### config.mk
export PLATFORM = sky130hd
export DESIGN_NAME = serial_add_moore
export DESIGN_NICKNAME = d
export VERILOG_FILES = /design/src/rtl/serial_add_pkg.sv /design/src/rtl/serial_add_opnd_shift.sv /design/src/rtl/serial_add_ctl.sv /design/src/rtl/serial_add_capture.sv /design/src/rtl/serial_add_moore.sv
export SDC_FILE = /design/constraint.sdc
export NUM_CORES = 1
export LEC_CHECK = 0
export ABC_AREA = 1
export BUFFER_PORTS_ARGS = -buffer_cell sky130_fd_sc_hd__buf_2
export CAP_MARGIN = 30
export CORE_MARGIN = 5
export CORE_UTILIZATION = 50
export CTS_CLUSTER_DIAMETER = 80
export DETAILED_ROUTE_END_ITERATION = 8
export GPL_ROUTABILITY_DRIVEN = 0
export PLACE_DENSITY = 0.78
export SLEW_MARGIN = 20
export SYNTH_ARGS = -nofsm -noshare
export SYNTH_HDL_FRONTEND = slang
export SYNTH_HIERARCHICAL = 1
export SYNTH_SLANG_ARGS = --single-unit
### constraint.sdc
create_clock -name clk -period 1.6 [get_ports clk]
set_input_delay 0.16 -clock clk [delete_from_list [all_inputs] [get_ports clk]]
set_output_delay 0.16 -clock clk [all_outputs]
set_load 0.01 [all_outputs]
### src/rtl/serial_add_pkg.sv
package serial_add_pkg;

    // Controller state: upper bit is the carry, lower bit is the sum bit on show.
    typedef enum logic [1:0] {
        ST_C0_S0 = 2'b00,
        ST_C0_S1 = 2'b01,
        ST_C1_S0 = 2'b10,
        ST_C1_S1 = 2'b11
    } ctl_state_e;

    // Capture stage register set.
    function automatic int unsigned cnt_bits(input int unsigned width);
        return $clog2(width + 2);
    endfunction

endpackage

### src/rtl/serial_add_opnd_shift.sv
module serial_add_opnd_shift #(
    parameter int WIDTH = 8
) (
    input  logic             clk,
    input  logic             load,
    input  logic [WIDTH-1:0] par_in,
    output logic             low_bit
);

    logic [WIDTH-1:0] shreg_d;
    logic [WIDTH-1:0] shreg_q;

    always_comb begin
        if (load) begin
            shreg_d = par_in;
        end else begin
            shreg_d = {1'b0, shreg_q[WIDTH-1:1]};
        end
    end

    always_ff @(posedge clk) begin
        shreg_q <= shreg_d;
    end

    assign low_bit = shreg_q[0];

endmodule

### src/rtl/serial_add_ctl.sv
module serial_add_ctl
    import serial_add_pkg::*;
(
    input  logic clk,
    input  logic rst,
    input  logic bit_a,
    input  logic bit_b,
    output logic carry,
    output logic sum_bit
);

    ctl_state_e state_d;
    ctl_state_e state_q;

    always_comb begin
        state_d = state_q;
        unique case (state_q)
            ST_C0_S0, ST_C0_S1: begin
                unique case ({bit_a, bit_b})
                    2'b00:   state_d = ST_C0_S0;
                    2'b01:   state_d = ST_C0_S1;
                    2'b10:   state_d = ST_C0_S1;
                    default: state_d = ST_C1_S0;
                endcase
            end
            default: begin
                unique case ({bit_a, bit_b})
                    2'b00:   state_d = ST_C0_S1;
                    2'b01:   state_d = ST_C1_S0;
                    2'b10:   state_d = ST_C1_S0;
                    default: state_d = ST_C1_S1;
                endcase
            end
        endcase
        if (rst) begin
            state_d = ST_C0_S0;
        end
    end

    always_ff @(posedge clk) begin
        state_q <= state_d;
    end

    assign carry   = state_q[1];
    assign sum_bit = state_q[0];

endmodule

### src/rtl/serial_add_capture.sv
module serial_add_capture
    import serial_add_pkg::*;
#(
    parameter int WIDTH = 8
) (
    input  logic             clk,
    input  logic             rst,
    input  logic             sum_bit,
    output logic [WIDTH-1:0] result,
    output logic             done
);

    localparam int CW = cnt_bits(WIDTH);
    localparam logic [CW-1:0] CNT_LOAD = CW'(WIDTH + 1);

    typedef struct packed {
        logic [CW-1:0]    cnt;
        logic [WIDTH-1:0] res;
    } cap_regs_t;

    cap_regs_t cap_d;
    cap_regs_t cap_q;

    logic running;
    logic capture;

    always_comb begin
        running = (cap_q.cnt != '0);
        // The first running cycle only lets the registered sum catch up.
        capture = running && (cap_q.cnt != CNT_LOAD);
        cap_d   = cap_q;
        if (running) begin
            cap_d.cnt = cap_q.cnt - 1'b1;
        end
        if (capture) begin
            cap_d.res = {sum_bit, cap_q.res[WIDTH-1:1]};
        end
        if (rst) begin
            cap_d.cnt = CNT_LOAD;
            cap_d.res = '0;
        end
    end

    always_ff @(posedge clk) begin
        cap_q <= cap_d;
    end

    assign result = cap_q.res;
    assign done   = !running;

endmodule

### src/rtl/serial_add_moore.sv
module serial_add_moore #(
    parameter int WIDTH = 8
) (
    input  logic             clk,
    input  logic             rst,
    input  logic [WIDTH-1:0] opnd_a,
    input  logic [WIDTH-1:0] opnd_b,
    output logic [WIDTH-1:0] sum_out,
    output logic             done
);

    localparam int NUM_OPND = 2;

    logic [WIDTH-1:0] opnd_bus [NUM_OPND];
    logic [NUM_OPND-1:0] low_bits;
    logic lsb_a;
    logic lsb_b;
    logic carry_q;
    logic sum_bit_q;

    assign opnd_bus[0] = opnd_a;
    assign opnd_bus[1] = opnd_b;

    for (genvar g = 0; g < NUM_OPND; g++) begin : g_opnd
        serial_add_opnd_shift #(.WIDTH(WIDTH)) u_shift (
            .clk     (clk),
            .load    (rst),
            .par_in  (opnd_bus[g]),
            .low_bit (low_bits[g])
        );
    end

    assign lsb_a = low_bits[0];
    assign lsb_b = low_bits[1];

    serial_add_ctl u_ctl (
        .clk     (clk),
        .rst     (rst),
        .bit_a   (lsb_a),
        .bit_b   (lsb_b),
        .carry   (carry_q),
        .sum_bit (sum_bit_q)
    );

    serial_add_capture #(.WIDTH(WIDTH)) u_cap (
        .clk     (clk),
        .rst     (rst),
        .sum_bit (sum_bit_q),
        .result  (sum_out),
        .done    (done)
    );

endmodule

# After elaboration in Yosys (flattened, before gate mapping)
# Cells that the tools add are included.
# totals
output_inout_bits,9
reg_bits,30
# classes
n_addsub,1
n_reduce_logical,7
eq_ne,4
n_mux,5
# ops
operator,n
$mux W7,2
$pmux W2 S2,2
$eq A2 B1 Y1 const B,2
$logic_not A2 Y1,2
$ne A4 B4 Y1 const B,1
$reduce_bool A4 Y1,1
$reduce_or A2 Y1,2
$sub A4 B1 Y4 const B,1
$eq A2 B2 Y1 const B,1
$mux W2,1
$logic_and A1 B1 Y1,1
$logic_not A1 Y1,1

# Longest topological paths before layout
# depth
word_depth,4
mapped_depth,7

# Cells and area by module
# The synthesis kept the hierarchy.
# modules_own_cells
mod,cells_each,n_inst,area_per_inst_um2
serial_add_capture,88,1,653.1
serial_add_opnd_shift,33,2,261.5
serial_add_ctl,14,1,101.3

# Worst setup path after synthesis
# Ideal clock, no wire load.
# synth_timing
kind,flip-flop to flip-flop
startpoint,reg u_cap/cap_q[8] (netlist bit)
endpoint,reg u_cap.cap_q (netlist bit u_cap/result[0])
slack_ps,472
setup_ps,115
required_ps,1485
arrival_ps,1013
path_buffers,1
stages_incl_launch_ff,7
path_cell_list,dfxtp_1 inv_1 ha_1 nand2_4 buf_6 a21oi_1 nor2_1
# synth_between
elab_chain_len,2
elab_cells_between_ends,3
# synth_lines
element,line_no,rtl
"start, declared",serial_add_capture.sv:22,cap_regs_t cap_q;
"start signal, assigned",serial_add_capture.sv:45,cap_q <= cap_d;
$ne A4 B4 Y1 / $reduce_bool A4 Y1 (equally long branches),"serial_add_capture.sv:30, serial_add_capture.sv:28",
$logic_and A1 B1 Y1 (*),serial_add_capture.sv:30,capture = running && (cap_q.cnt != CNT_LOAD);
# Every way passes the cells marked *; elsewhere a longest branch is shown, timed or not.
# A chain may end at the register's enable or synchronous reset.

# Final worst setup path
# layout_timing
startpoint,reg u_cap/cap_q[8] (netlist bit)
endpoint,out done
# layout_between
elab_chain_len,2
# layout_lines
element,line_no,rtl
$reduce_bool A4 Y1,serial_add_capture.sv:28,running = (cap_q.cnt != '0);
$logic_not A1 Y1,serial_add_capture.sv:49,assign done = !running;
"end, declared",serial_add_moore.sv:9,output logic done
# No other way between the ends.

==> summary.txt <==
outcome = finished clean
maxcap violations = 0
# setup viols final = 0
Tmin final = 1.49 ns
number of diodes = 0
switching pwr = 0.565 mW
most common cell after layout, fill and taps aside = nand2_1
Hold Path Class = input pin to flip-flop
top sig layer = met4
R2R depth = 7
Post-CTS Hold Fix Bufs = 0
Leakage = 0.798 nW
fin cells = 221
first-pass GRT wire length = 3660 um
Worst setup SP type = flip-flop
VDD IR max = 0.794 mV
largest cells by area after synthesis = dfxtp_1, nand2_1, inv_1, buf_4, nand3_1
area delta synth->final = 10.4%
DRC errors left = 0
Inserted Clock Buffers = 5
Clock Power Share = 24.8%
total track usage = 13.7%
critical-path cell list = inv_1 > ha_2 > nand2_4 > inv_1 > buf_2
synthesized net count = 189
Final WS setup = 0.113 ns
Worst EP arrival = 1.33 ns
worst-margin pin slew = 0.314 ns
Initial Utilization = 52.0%
# IOs = 27
max-slew violations = 0
post-synthesis sequential area ratio = 47.0%
Final Skew = 0.00269 ns
most frequent CP cell = inv_1
R2R Path Start = u_cap/cap_q[8]
DR vias = 1003
IO Port Bufs = 26
Max Clock Freq = 0.673 GHz
post-synthesis area per instance = 7.60 um^2
CP Data Required Time = 1.44 ns
Final Core Density = 57.4%
Slowest cell on crit path = dfxtp_1
DR vias/cell = 4.54
metal3 WL = 159 um
drt first pass iters = 4
Remaining Overflow, GRT = 0
flops & latches, synth = 30
worst skew pair latency = 0.32 ns
die width = 60.5 um
Tcrit/Tclk final = 92.9%
highest-count cells in the layout ignoring fill and taps = nand2_1, dfxtp_1, buf_2
Die Y = 60.5 um
cell taking the most area after synthesis = dfxtp_1
top-area cell type share of the netlist area = 47.0%
switch share = 30.8%
CP max FO = 4
Rows = 18
FF-to-FF End = u_cap/result[5]
Antenna Nets Post-Route = 0
RSZ-0062 raised after global routing = no
pwr dens = 1300 nW/um^2
Logic pwr share = 24.9%
Seq pwr share = 50.3%
hold slack final = 0.0216 ns
Buf/Inv on CP = 3
vias in the first global route = 911
Worst slew margin = 79.0%
post-route cell area = 1410 um^2
initial antenna violation count = 0
WL final = 2080 um
TritonCTS clock tree = yes
Levels on crit path = 5
R2R setup slack = 0.36 ns
clk slew on worst S/H paths = 0.09 ns
post-synthesis instance area = 1280 um^2
Worst Setup EP = done
clock tree buffer depth = 2
DP HPWL = 1490 um
share of cells above drive strength 1 = 23.0%
Placed Area = 1340 um^2
post-synth cell types = 19
CP peak stage delay = 0.34 ns
Place WS = 0.288 ns
net count of the finished layout = 211
dpl cells = 212
Largest delay share family, worst path = buffers and inverters
Pint = 1.27 mW
kind of critical path = flip-flop to output port
setup tns final = 0 ns
WL met2 = 970 um
Gate Count Post-Synth = 168
largest net degree at the start of global routing = 22
Ys Warns = 6
CTS Sinks = 30
final hold viol count = 0
drt first-iter violations = 42
Wirelength per Cell = 9.40 um
total power = 1.83 mW
Post-Route M1 WL = 905 um
CTS H-tree depth = 2
core box area = 2450 um^2
die footprint = 3670 um^2
Worst Setup SP = u_cap/cap_q[8]
Root Buffer Master = clkbuf_4
Critical Path End Type = output port
==> cell type report <==
type	instances	area, um^2
Sequential cell	30	601
Inverter	24	90.1
Clock inverter	1	5.00
Tap cell	30	37.5
Clock buffer	7	55.1
Fill cell	247	1040
Multi-Input combinational cell	101	477
Timing Repair Buffer	28	145
==> worst reg2reg max path, cell delays in order (launching register included) <==
cell	delay [ns]
dfxtp_1	0.36
inv_1	0.09
ha_2	0.22
nand2_4	0.06
buf_4	0.20
nand3_1	0.09
nand2_1	0.07
nor2_1	0.04
==> repair_timing <==
action                                  in CTS  in global routing
hold endpoints to repair                     0                  0
gates resized for setup                      0                  1
buffers inserted                             1                  0
endpoints found under the setup margin       1                  1
pin swaps                                    1                  0
==> worst min-delay path by stage <==
stage,from,end,slack (ns),cells past startpoint
finish,opnd_b[7],g_opnd[1].u_shift/shreg_q[7],0.02,3
global route,opnd_b[7],g_opnd[1].u_shift/shreg_q[7],0.01,3
CTS,opnd_b[7],g_opnd[1].u_shift/shreg_q[7],0.01,3
detailed placement,opnd_b[7],g_opnd[1].u_shift/shreg_q[7],0.35,3
global placement,opnd_a[7],g_opnd[0].u_shift/shreg_q[7],0.34,3
floorplan,rst,u_ctl/state_q[1],0.22,1
==> power groups by stage <==
stage / logic [mW] / clock network, mW / registers (mW)
after global routing: 0.532 / 0.506 / 0.940
final: 0.457 / 0.455 / 0.922
after detailed placement: 0.456 / 0 / 0.940
after floorplan: 0.432 / 0 / 0.928
after global placement: 0.436 / 0 / 0.935
after CTS: 0.461 / 0.476 / 0.924
==> cell usage after synthesis <==
master and count:
a21oi_2 1, nor2_2 1, o21ai_1 1, xnor2_1 1
nor3_2 1, inv_2 2, clkbuf_4 1, a21oi_1 9
inv_1 22, nand2_2 1, nand3_1 11, nand2_1 58
nor2_1 12, dfxtp_1 30, nand2_4 1, buf_4 8
nand3_4 1, ha_1 3, buf_6 4
==> per-layer routing <==
layer	up-vias	track usage, %
met5	-	0
met4	0	7.12
met3	6	5.96
met2	24	22.5
met1	432	15.0
li1	541	-
==> flip-flops by register name, indices dropped and copies added, names as in the netlist <==
name                    flops
g_opnd.u_shift/shreg_q     16
u_cap/result                8
u_cap/cap_q                 4
u_ctl/state_q               2
==> kinds of logic after synthesis <==
family,after synthesis,synth area share (%)
AO/OA/AOI/OAI,11,4.60
XOR/XNOR,1,0.686
adder cells (fa/ha/maj),3,2.94
buffers and inverters,37,15.9
flip-flops,30,47.0
AND/OR/NAND/NOR,86,28.9
Note: power is estimated with default switching activity, not from simulation.
